## src/rtl/fimg_pkg.sv

```systemverilog
package fimg_pkg;
  typedef enum logic [1:0] {
    ST_IDLE = 2'd0,
    ST_MARK = 2'd1,
    ST_PAGE = 2'd2,
    ST_FIN  = 2'd3
  } ld_state_e;
endpackage

```

## src/rtl/fimg_rst_sync.sv

```systemverilog
module fimg_rst_sync (
  input  logic clk,
  input  logic rst_n,
  output logic rst_sync_n
);
  logic meta_q;
  logic hold_q;

  always_ff @(posedge clk or negedge rst_n) begin
    if (!rst_n) begin
      meta_q <= 1'b0;
      hold_q <= 1'b0;
    end else begin
      meta_q <= 1'b1;
      hold_q <= meta_q;
    end
  end

  assign rst_sync_n = hold_q;
endmodule

```

## src/rtl/fimg_geom.sv

```systemverilog
module fimg_geom #(
  parameter int ADDR_W     = 32,
  parameter int PAGE_SHIFT = 11,
  parameter int PPB_SHIFT  = 6,
  localparam int BLK_SHIFT = PAGE_SHIFT + PPB_SHIFT,
  localparam int BLK_W     = ADDR_W - BLK_SHIFT + 1
) (
  input  logic [ADDR_W-1:0]    offset,
  input  logic [ADDR_W-1:0]    size,
  output logic [BLK_W-1:0]     first_blk,
  output logic [BLK_W-1:0]     last_blk,
  output logic [PPB_SHIFT-1:0] first_page
);
  logic [ADDR_W:0] end_byte;

  always_comb begin
    end_byte   = {1'b0, offset} + {1'b0, size} - {{ADDR_W{1'b0}}, 1'b1};
    first_blk  = {1'b0, offset[ADDR_W-1:BLK_SHIFT]};
    last_blk   = end_byte[ADDR_W:BLK_SHIFT];
    first_page = offset[BLK_SHIFT-1:PAGE_SHIFT];
  end
endmodule

```

## src/rtl/fimg_mark_eval.sv

```systemverilog
module fimg_mark_eval (
  input  logic        wide,
  input  logic [15:0] marker,
  output logic        good
);
  always_comb begin
    if (wide) good = (marker == 16'hFFFF);
    else      good = (marker[7:0] == 8'hFF);
  end
endmodule

```

## src/rtl/flash_image_fetch.sv

```systemverilog
module flash_image_fetch
  import fimg_pkg::*;
#(
  parameter int ADDR_W     = 32,
  parameter int PAGE_SHIFT = 11,
  parameter int PPB_SHIFT  = 6,
  parameter int COL_W      = 12,
  parameter int MARK_COL   = 0,
  localparam int BLK_SHIFT = PAGE_SHIFT + PPB_SHIFT,
  localparam int BLK_W     = ADDR_W - BLK_SHIFT + 1
) (
  input  logic                 clk,
  input  logic                 rst_n,
  input  logic                 start,
  input  logic [ADDR_W-1:0]    start_offset,
  input  logic [ADDR_W-1:0]    image_size,
  input  logic [ADDR_W-1:0]    dest_base,
  input  logic                 wide16,
  output logic                 busy,
  output logic                 done,
  output logic [BLK_W-1:0]     skip_count,
  output logic                 mark_req,
  output logic [BLK_W-1:0]     mark_block,
  output logic [COL_W-1:0]     mark_col,
  input  logic                 mark_ack,
  input  logic [15:0]          mark_data,
  output logic                 page_req,
  output logic [BLK_W-1:0]     page_block,
  output logic [PPB_SHIFT-1:0] page_idx,
  output logic [ADDR_W-1:0]    page_dest,
  input  logic                 page_ack
);
  localparam logic [ADDR_W-1:0]    PAGE_BYTES = ADDR_W'(1) << PAGE_SHIFT;
  localparam logic [PPB_SHIFT-1:0] PAGE_LAST  = '1;
  localparam logic [BLK_W-1:0]     BLK_ONE    = BLK_W'(1);

  logic rst_core_n;

  ld_state_e             state_q, state_n;
  logic [BLK_W-1:0]      blk_q, blk_n;
  logic [BLK_W-1:0]      last_q, last_n;
  logic [PPB_SHIFT-1:0]  page_q, page_n;
  logic [ADDR_W-1:0]     dest_q, dest_n;
  logic [BLK_W-1:0]      skip_q, skip_n;
  logic                  w16_q, w16_n;

  logic [BLK_W-1:0]      g_first_blk;
  logic [BLK_W-1:0]      g_last_blk;
  logic [PPB_SHIFT-1:0]  g_first_page;
  logic                  blk_good;

  fimg_rst_sync u_rst (
    .clk        (clk),
    .rst_n      (rst_n),
    .rst_sync_n (rst_core_n)
  );

  fimg_geom #(
    .ADDR_W     (ADDR_W),
    .PAGE_SHIFT (PAGE_SHIFT),
    .PPB_SHIFT  (PPB_SHIFT)
  ) u_geom (
    .offset     (start_offset),
    .size       (image_size),
    .first_blk  (g_first_blk),
    .last_blk   (g_last_blk),
    .first_page (g_first_page)
  );

  fimg_mark_eval u_mark (
    .wide   (w16_q),
    .marker (mark_data),
    .good   (blk_good)
  );

  // next-state logic
  always_comb begin
    state_n = state_q;
    blk_n   = blk_q;
    last_n  = last_q;
    page_n  = page_q;
    dest_n  = dest_q;
    skip_n  = skip_q;
    w16_n   = w16_q;
    unique case (state_q)
      ST_IDLE: begin
        if (start) begin
          w16_n  = wide16;
          blk_n  = g_first_blk;
          last_n = g_last_blk;
          page_n = g_first_page;
          dest_n = dest_base;
          skip_n = '0;
          state_n = (image_size == '0) ? ST_FIN : ST_MARK;
        end
      end
      ST_MARK: begin
        if (mark_ack) begin
          if (blk_good) begin
            state_n = ST_PAGE;
          end else begin
            last_n = last_q + BLK_ONE;
            skip_n = skip_q + BLK_ONE;
            blk_n  = blk_q + BLK_ONE;
          end
        end
      end
      ST_PAGE: begin
        if (page_ack) begin
          dest_n = dest_q + PAGE_BYTES;
          if (page_q == PAGE_LAST) begin
            page_n  = '0;
            blk_n   = blk_q + BLK_ONE;
            state_n = (blk_q == last_q) ? ST_FIN : ST_MARK;
          end else begin
            page_n = page_q + 1'b1;
          end
        end
      end
      default: state_n = ST_IDLE;
    endcase
  end

  // registers
  always_ff @(posedge clk or negedge rst_core_n) begin
    if (!rst_core_n) begin
      state_q <= ST_IDLE;
      blk_q   <= '0;
      last_q  <= '0;
      page_q  <= '0;
      dest_q  <= '0;
      skip_q  <= '0;
      w16_q   <= 1'b0;
    end else begin
      state_q <= state_n;
      blk_q   <= blk_n;
      last_q  <= last_n;
      page_q  <= page_n;
      dest_q  <= dest_n;
      skip_q  <= skip_n;
      w16_q   <= w16_n;
    end
  end

  assign busy       = (state_q != ST_IDLE);
  assign done       = (state_q == ST_FIN);
  assign skip_count = skip_q;
  assign mark_req   = (state_q == ST_MARK);
  assign mark_block = blk_q;
  assign mark_col   = w16_q ? COL_W'(MARK_COL >> 1) : COL_W'(MARK_COL);
  assign page_req   = (state_q == ST_PAGE);
  assign page_block = blk_q;
  assign page_idx   = page_q;
  assign page_dest  = dest_q;
endmodule

```

## config.mk

```make
export PLATFORM = sky130hd
export DESIGN_NAME = flash_image_fetch
export DESIGN_NICKNAME = d
export VERILOG_FILES = /design/src/rtl/fimg_pkg.sv /design/src/rtl/fimg_rst_sync.sv /design/src/rtl/fimg_geom.sv /design/src/rtl/fimg_mark_eval.sv /design/src/rtl/flash_image_fetch.sv
export SDC_FILE = /design/constraint.sdc
export NUM_CORES = 1
export LEC_CHECK = 0
export ABC_AREA = 1
export BUFFER_PORTS_ARGS = -buffer_cell sky130_fd_sc_hd__buf_2
export CORE_MARGIN = 5
export CORE_UTILIZATION = 30
export DETAILED_ROUTE_END_ITERATION = 8
export GPL_TIMING_DRIVEN = 0
export PLACE_DENSITY_LB_ADDON = 0.1
export SLEW_MARGIN = 20
export SYNTH_ARGS = -nofsm -noshare
export SYNTH_HDL_FRONTEND = slang
export SYNTH_HIERARCHICAL = 1
export SYNTH_SLANG_ARGS = --single-unit
```

## constraint.sdc

```tcl
create_clock -name clk -period 2.8 [get_ports clk]
set_input_delay 0.7 -clock clk [delete_from_list [all_inputs] [get_ports clk]]
set_output_delay 0.7 -clock clk [all_outputs]
set_load 0.005 [all_outputs]
```

==> results of run 1 <==
power by group:
group	internal, W	total [W]	leakage (nW)	switching [W]
Combinational	0.00222	0.00579	5.17	0.00357
Sequential	0.00188	0.00270	1.12	0.000818
Clock	0.000872	0.00146	0.165	0.000584
path summary, 6_finish.rpt:
kind	startpoint	end	slack [ps]	depth (start not counted)
max	start_offset[23]	last_q[10]	210	14
min	rst_n	u_rst/rst_sync_n	120	1
max reg2reg	state_q[0]	last_q[10]	480	9
min reg2reg	u_rst/rst_sync_n	skip_count[5]	260	0
max in group asynchronous	u_rst/rst_sync_n	page_dest[11]	1760	2
min in group clk	u_rst/meta_q	u_rst/rst_sync_n	360	0
timing repair:
| action | CTS | global route |
|---|---|---|
| buffers inserted | 0 | 0 |
| resized for setup | 0 | 9 |
| endpoints found under the hold margin | 0 | 0 |
| endpoints found under the setup margin | 0 | 3 |
layout make-up:
cell class,instances,area (um2)
Inverter,308,1160
Sequential cell,91,2280
Tap cell,402,503
Buffer,75,532
Antenna cell,3,7.51
Fill cell,3564,19900
Clock buffer,9,225
Timing Repair Buffer,209,1080
Clock inverter,7,116
Multi-Input combinational cell,1080,5550
through the flow:
| step | setup TNS, ps | utilization, % |
|---|---|---|
| after CTS | 0 | 36.4 |
| after detailed placement | -1180 | 35.3 |
| after global placement | -134300 | 35.2 |
| after floorplan | 0 | - |
| after global routing | 0 | 36.6 |
| final | 0 | 36.6 |
worst register-to-register path, delay by kind of cell (launching register included):
kind / cells / cell delay [ps]
flip-flops: 1 / 400
AO/OA/AOI/OAI: 3 / 360
AND/OR/NAND/NOR: 3 / 730
buffers and inverters: 2 / 380
adder cells (fa/ha/maj): 1 / 390
cell usage after synthesis (2+ instances only):
| cell type | instances |
|---|---|
| nor2_2 | 9 |
| ha_1 | 70 |
| nor2_4 | 5 |
| a21oi_1 | 55 |
| nand4_1 | 28 |
| a21oi_2 | 2 |
| buf_6 | 6 |
| o21bai_1 | 5 |
| and2_1 | 2 |
| xnor2_1 | 4 |
| nor2_1 | 176 |
| conb_1 | 3 |
| buf_2 | 5 |
| o31ai_1 | 2 |
| o21ai_0 | 86 |
| buf_4 | 53 |
| a22oi_2 | 3 |
| nand2_2 | 5 |
| o21ai_2 | 2 |
| nand3_2 | 5 |
| o22ai_2 | 2 |
| a22oi_1 | 6 |
| nand3b_1 | 2 |
| a31oi_1 | 2 |
| nand2_1 | 431 |
| nand3_1 | 88 |
| inv_1 | 301 |
| clkbuf_1 | 11 |
| o21ai_1 | 15 |
| o211ai_1 | 7 |
| inv_2 | 6 |
| a21o_1 | 2 |
| xor2_1 | 12 |
| nor3_1 | 21 |
| and3_1 | 2 |
| o22ai_1 | 5 |
| dfrtp_1 | 91 |
sequential cells by signal, summed over array words and instances (netlist names):
signal and cells:
skip_count 16, state_q 2, last_q 16, page_dest 32, page_idx 6, w16_q 1, mark_block 16, u_rst/meta_q 1
u_rst/rst_sync_n 1
cell families (layout without fill, tap and decap cells):
group	after synthesis	in the layout	synth area share (%)
AND/OR/NAND/NOR	778	778	34.6
buffers and inverters	383	608	17.9
AO/OA/AOI/OAI	201	201	12.4
flip-flops	91	91	24.1
adder cells (fa/ha/maj)	70	70	9.27
XOR/XNOR	16	16	1.48
other	3	17	0.119
multiplexers	1	1	0.119
per-layer routing:
layer	vias to the layer above	global-route usage [%]	part of all wire [%]	routed length (um)
met2	234	31.6	47	15100
met5	-	0	0	0
met1	4576	23.9	47	15200
li1	5216	-	-	-
met4	0	5.73	2.3	741
met3	37	2.54	4.3	1390
==> metrics.txt, run 1 <==
initial antenna violation count 3; cts hold-fix bufs 0; critical path peak fanout 6; Netlist cell types 50; post-DR wirelength/cell 14.8 um; routed vias 10,063; Post-Place Worst Slack -244 ps; leakage 6.46 nW; top_reg_cell synth dfrtp_1; Setup CP Type input pin to flip-flop; I/O pin count 220; DR DRC count 0; Slew Viols, Final 0; GRT Total Usage 18.4%; Die Area 35,100 um2; Pwr Total 0.00995 W; CTS tree yes; cell family with most CP delay simple AND/OR/NAND/NOR gates; pin count of the biggest net entering global routing 37; fin worst setup slack 210 ps; DPL Wire Length 26,900 um; status completed; Top cell by count, worst path nand2_1; RSZ-0062 raised after global routing false; GR Overflow Total 0; Routed Antenna Nets 0; CTS root buffer clkbuf_16; area of the core 31,300 um2; commonest cells after routing, fill and taps aside nand2_1, inv_1, buf_2; top post-synthesis cells by area dfrtp_1, nand2_1, inv_1; Final Instance Area 11,500 um2; HP Class input pin to async pin; die height 187 um; share of the synthesized area in the top cell type 24.1%; crit path cell chain buf_2 -> inv_1 -> ha_1 -> inv_1 -> ha_1 -> nand2_1 -> nor2_1 -> nand2_1 -> nor3_1 -> nand2_1 -> nand3_1 -> nand2_1 -> a22oi_1 -> nand2_1; post-synthesis sequential area ratio 24.1%; CTS buffer count 9; drt pass-1 iters 5; Final period util 92.5%; CTS Sinks 91; Post-Synthesis Cells 1,543; Nets 1,962; Die W 187 um; vias in the first global route 10,090; Setup crit end kind flip-flop; # port buffers 207; placed instance area 11,100 um2; fin cells 2,184; Seq cells post-synth 91; H-Tree Level Count 3; Max Root-Sink Buffers 2; Cell Area, Synth 9440 um2; CP Buf/Inv Count 3; Crit path required time 3040 ps; Syn. warnings 6; Arr. time, crit path 2830 ps; post-synth top area cell dfrtp_1; first-pass GRT wire length 52,400 um; share of cells above drive strength 1 19.5%; Synth async-reset ratio 100%; critical path launch point type input pin; Hold Violations, Final 0; Initial Util 30.2%; GPL Wtd Cong 0.883; clk slew on worst S/H paths 70 ps; Area growth syn-to-layout 21.3%; most common cell after layout, fill and taps aside nand2_1; hold_ws 115 ps; Post-synth EDFFs 0; Max-Cap Viols 0; Mean Syn Cell Area 6.12 um2; Highest Clock Rate 386 MHz; post-route minimum period 2590 ps; vias per inst 4.61; clk_lat worst skew 370 ps; Peak VDD IR 450 uV; cell count after placement 2,165; FP Rows 65; Slew Limit Headroom 59.3%; pwr dens 869 nW/um2; Crit-path slowest cell ha_1; final setup fails 0; Worst Max-Slew Pin Slew 610 ps; WL final 32,400 um; CP peak stage delay 430 ps; Starting DRT DRC Count 561; clock skew 13.2 ps
(Power assumes the default switching activity.)
==> inputs of run 2 (changes only) <==
--- a/config.mk
+++ b/config.mk
@@ -11,7 +11,8 @@
 export CORE_UTILIZATION = 30
 export DETAILED_ROUTE_END_ITERATION = 8
 export GPL_TIMING_DRIVEN = 0
-export PLACE_DENSITY_LB_ADDON = 0.1
+export PLACE_DENSITY = 0.55
+export SKIP_CTS_REPAIR_TIMING = 1
 export SLEW_MARGIN = 20
 export SYNTH_ARGS = -nofsm -noshare
 export SYNTH_HDL_FRONTEND = slang
==> run 2 against run 1 <==
  * Register-to-register slack improved by 80 ps
  * Flip-flop and latch count unchanged
  * Count of clock-buffer cells in the layout increased by 1
  * Largest cell class unchanged
  * Setup slack improved by 58 ps
  * Highest routed layer unchanged
  * Fmax increased by 2.3%
  * Non-clock buffer count decreased by 1
  * Total power decreased by 2.7%
  * Final cell count about the same
  * Combinational power decreased by 2%
  * Wire length decreased by 6.0%
  * First-iteration DRC count increased by 5.2%
==> metrics.txt, run 2 (synthesis results as in run 1) <==
Crit path required time 3050 ps; Die W 187 um; WL final 30,500 um; Final period util 90.5%; CTS tree yes; DPL Wire Length 25,300 um; I/O pin count 220; final setup fails 0; Initial Util 30.2%; GPL Wtd Cong 0.928; most common cell after layout, fill and taps aside nand2_1; GR Overflow Total 0; clk slew on worst S/H paths 70 ps; critical path peak fanout 7; HP Class input pin to async pin; Area growth syn-to-layout 20.6%; GRT Total Usage 17.0%; area of the core 31,300 um2; leakage 6.43 nW; post-DR wirelength/cell 14.0 um; CTS root buffer clkbuf_16; status completed; vias in the first global route 9,568; Top cell by count, worst path nand2_1; Starting DRT DRC Count 590; Crit-path slowest cell ha_1; vias per inst 4.63; Worst Max-Slew Pin Slew 612 ps; crit path cell chain buf_2 -> inv_1 -> ha_1 -> inv_1 -> ha_1 -> a21oi_1 -> o21ai_0 -> nand2_1 -> nand2_1 -> a21oi_1 -> nand2_1 -> nand2_1 -> nand2_1 -> a22oi_1 -> nand2_1; Slew Viols, Final 0; Routed Antenna Nets 0; Slew Limit Headroom 59.2%; cell count after placement 2,164; fin cells 2,182; Setup crit end kind flip-flop; hold_ws 119 ps; Arr. time, crit path 2780 ps; Highest Clock Rate 395 MHz; pin count of the biggest net entering global routing 52; Peak VDD IR 327 uV; share of cells above drive strength 1 19.3%; commonest cells after routing, fill and taps aside nand2_1, inv_1, buf_2; RSZ-0062 raised after global routing false; Hold Violations, Final 0; Largest register FFs 32; die height 187 um; clock skew 19.5 ps; Setup CP Type input pin to flip-flop; H-Tree Level Count 3; placed instance area 11,100 um2; CTS Sinks 91; initial antenna violation count 2; first-pass GRT wire length 49,000 um; routed vias 10,107; critical path launch point type input pin; clk_lat worst skew 370 ps; post-route minimum period 2530 ps; drt pass-1 iters 4; pwr dens 850 nW/um2; Final Instance Area 11,400 um2; Die Area 35,100 um2; # port buffers 207; Nets 1,961; CP Buf/Inv Count 3; CTS buffer count 9; CP peak stage delay 400 ps; Max Root-Sink Buffers 2; cell family with most CP delay compound AO/OA/AOI/OAI gates; DR DRC count 0; FP Rows 65; Max-Cap Viols 0
[run 2: worst paths after layout]
path / startpoint / to / slack [ps] / cells past startpoint
max: image_size[22] / last_q[10] / 270 / 15
min: rst_n / u_rst/rst_sync_n / 120 / 1
max reg2reg: state_q[0] / last_q[10] / 560 / 9
min reg2reg: u_rst/rst_sync_n / skip_count[5] / 330 / 0
max in group asynchronous: u_rst/rst_sync_n / page_dest[27] / 1810 / 1
min in group clk: u_rst/meta_q / u_rst/rst_sync_n / 350 / 0
[run 2: cell type report]
| class | instances | area [um2] |
|---|---|---|
| Fill cell | 3549 | 19900 |
| Multi-Input combinational cell | 1080 | 5540 |
| Sequential cell | 91 | 2280 |
| Inverter | 308 | 1160 |
| Timing Repair Buffer | 208 | 1060 |
| Buffer | 75 | 532 |
| Tap cell | 402 | 503 |
| Clock buffer | 10 | 239 |
| Clock inverter | 6 | 71.3 |
| Antenna cell | 2 | 5.00 |
[run 2: through the flow]
stage / util (%) / setup slack (ps) / setup TNS, ps / total power (W)
final: 36.4 / 267 / 0 / 0.00968
after global routing: 36.4 / 1.09 / 0 / 0.0107
after CTS: 36.3 / 226 / 0 / 0.00974
after detailed placement: 35.3 / -157 / -890 / 0.00839
after global placement: 35.2 / -1370 / -121900 / 0.00833
after floorplan: - / 77.6 / 0 / 0.00639
[run 2: where the power goes]
group	total, W	switching (W)	leakage, nW	internal, W
combinational	0.00570	0.00348	5.17	0.00222
sequential	0.00266	0.000778	1.12	0.00188
clock	0.00131	0.000588	0.146	0.000727
[run 2: metal layers]
metal  vias up  GRT usage, %  wire [um]
met5         -             0          0
met4         0          5.19        615
met3        37          2.31       1520
met2       258          28.8      14400
met1      4578          22.5      14000
li1       5234             -          -
==> inputs of run 3 (changes only) <==
--- a/config.mk
+++ b/config.mk
@@ -8,10 +8,11 @@
 export ABC_AREA = 1
 export BUFFER_PORTS_ARGS = -buffer_cell sky130_fd_sc_hd__buf_2
 export CORE_MARGIN = 5
-export CORE_UTILIZATION = 30
+export CORE_UTILIZATION = 51
 export DETAILED_ROUTE_END_ITERATION = 8
+export GPL_ROUTABILITY_DRIVEN = 0
 export GPL_TIMING_DRIVEN = 0
-export PLACE_DENSITY = 0.55
+export PLACE_DENSITY = 0.83
 export SKIP_CTS_REPAIR_TIMING = 1
 export SLEW_MARGIN = 20
 export SYNTH_ARGS = -nofsm -noshare
==> run 3 against run 2 <==
  * Final cell count decreased by 7.8%
  * Sequential power hardly changed
  * Sequential share of layout area increased by 0.44 points
  * Combinational power is 0.7% higher
  * Flip-flop and latch count is the same
  * Global-route usage is 9.2 points higher
  * Design area is 2.2% lower
  * Register-to-register slack gained 50 ps
  * Die area fell by 39%
  * Setup slack got worse by 70 ps
==> metrics.txt, run 3 (synthesis results as in run 1) <==
status completed; crit path cell chain buf_2 -> inv_1 -> ha_1 -> inv_1 -> ha_1 -> a21oi_1 -> nor2_1 -> o21ai_0 -> nand2_1 -> a21oi_1 -> nand2_1 -> nand2_1 -> nand2_1 -> o211ai_1 -> nand2_1; # port buffers 207; clk_lat worst skew 350 ps; Setup crit end kind flip-flop; post-DR wirelength/cell 14.3 um; Max-Cap Viols 0; critical path peak fanout 6; Setup CP Type input pin to flip-flop; die height 146 um; Reg2Reg Depth 9; most common cell after layout, fill and taps aside nand2_1; clock skew 11.5 ps; switching part of the total 50.6%; Worst Max-Slew Pin Slew 578 ps; Slew Limit Headroom 61.5%; pin count of the biggest net entering global routing 55; Crit path required time 3030 ps; pwr dens 864 nW/um2; post-route minimum period 2600 ps; Post-Place Worst Slack -117 ps; leakage 6.43 nW; CP Buf/Inv Count 3; Flop pwr share 27.9%; Final period util 93.0%; CTS tree yes; logic gate share of total power 59.7%; routed vias 10,619; H-Tree Level Count 3; share of cells above drive strength 1 19.1%; Nets 1,961; vias per inst 5.28; DPL Wire Length 23,000 um; Initial Util 52.2%; Routed Antenna Nets 0; fin cells 2,011; hold_ws 125 ps; GR Overflow Total 0; Largest register FFs 32; Hold Violations, Final 0; clock share of power 12.4%; WL final 28,700 um; FF-to-FF End last_q[10]; Crit-path slowest cell ha_1; CTS root buffer clkbuf_16; Max Root-Sink Buffers 2; FP Rows 49; vias in the first global route 10,023; cell family with most CP delay compound AO/OA/AOI/OAI gates; Pwr Total 0.00962 W; Die Area 21,300 um2; drt pass-1 iters 7; Die W 146 um; I/O pin count 220; Slew Viols, Final 0; Net Switching 0.00487 W; CTS Sinks 91; cell count after placement 1,991; critical path launch point type input pin; Pint 0.00476 W; RSZ-0062 raised after global routing false; r2r setup slk 610 ps; CTS buffer count 9; Arr. time, crit path 2830 ps; Peak VDD IR 411 uV; clk slew on worst S/H paths 70 ps; first-pass GRT wire length 46,900 um; area of the core 18,100 um2; GRT Total Usage 26.2%; fin worst setup slack 197 ps; HP Class input pin to async pin; DR DRC count 0; final setup fails 0; initial antenna violation count 4; Starting DRT DRC Count 1,010; Final Util 61.6%; Highest Clock Rate 384 MHz; Area growth syn-to-layout 18.0%; CP peak stage delay 380 ps; Top cell by count, worst path nand2_1; RR Startpoint state_q[1]; commonest cells after routing, fill and taps aside nand2_1, inv_1, buf_2
## run 3: worst max-delay path by stage
stage / cells past startpoint / endpoint / start
finish: 15 / last_q[13] / start_offset[23]
global route: 17 / last_q[15] / start_offset[21]
CTS: 17 / last_q[15] / start_offset[19]
detailed placement: 17 / last_q[15] / start_offset[19]
global placement: 0 / page_idx[1] / u_rst/rst_sync_n
floorplan: 0 / last_q[0] / u_rst/rst_sync_n
## run 3: cell type report
| type | instances | area [um2] |
|---|---|---|
| antenna | 4 | 10.0 |
| buffer | 75 | 532 |
| clock buffer | 11 | 253 |
| clock inverter | 5 | 36.3 |
| fill | 1711 | 6940 |
| inverter | 308 | 1160 |
| multi-input combinational | 1080 | 5520 |
| sequential | 91 | 2280 |
| tap | 229 | 287 |
| timing repair buffer | 208 | 1060 |
## run 3: through the flow
step | area, um2 | TNS [ps]
after floorplan | 9490 | 0
after global placement | 10800 | -94870
after detailed placement | 10800 | -489
after CTS | 11100 | 0
after global routing | 11100 | 0
final | 11100 | 0
## run 3: routing by layer
metal	wire length, um	up-vias	global-route usage (%)
li1	-	5211	-
met1	11700	4775	33.0
met2	13400	547	44.7
met3	2520	86	4.03
met4	1050	0	11.5
met5	0	-	0
## run 3: power groups by stage
| stage | Combinational [W] | Sequential (W) | Clock, W |
|---|---|---|---|
| 2_1_floorplan | 0.00388 | 0.00251 | 0 |
| 3_3_place_gp | 0.00545 | 0.00264 | 0 |
| 3_5_place_dp | 0.00563 | 0.00266 | 0 |
| 4_1_cts | 0.00567 | 0.00264 | 0.00121 |
| 5_1_grt | 0.00644 | 0.00275 | 0.00126 |
| 6_report | 0.00574 | 0.00268 | 0.00120 |
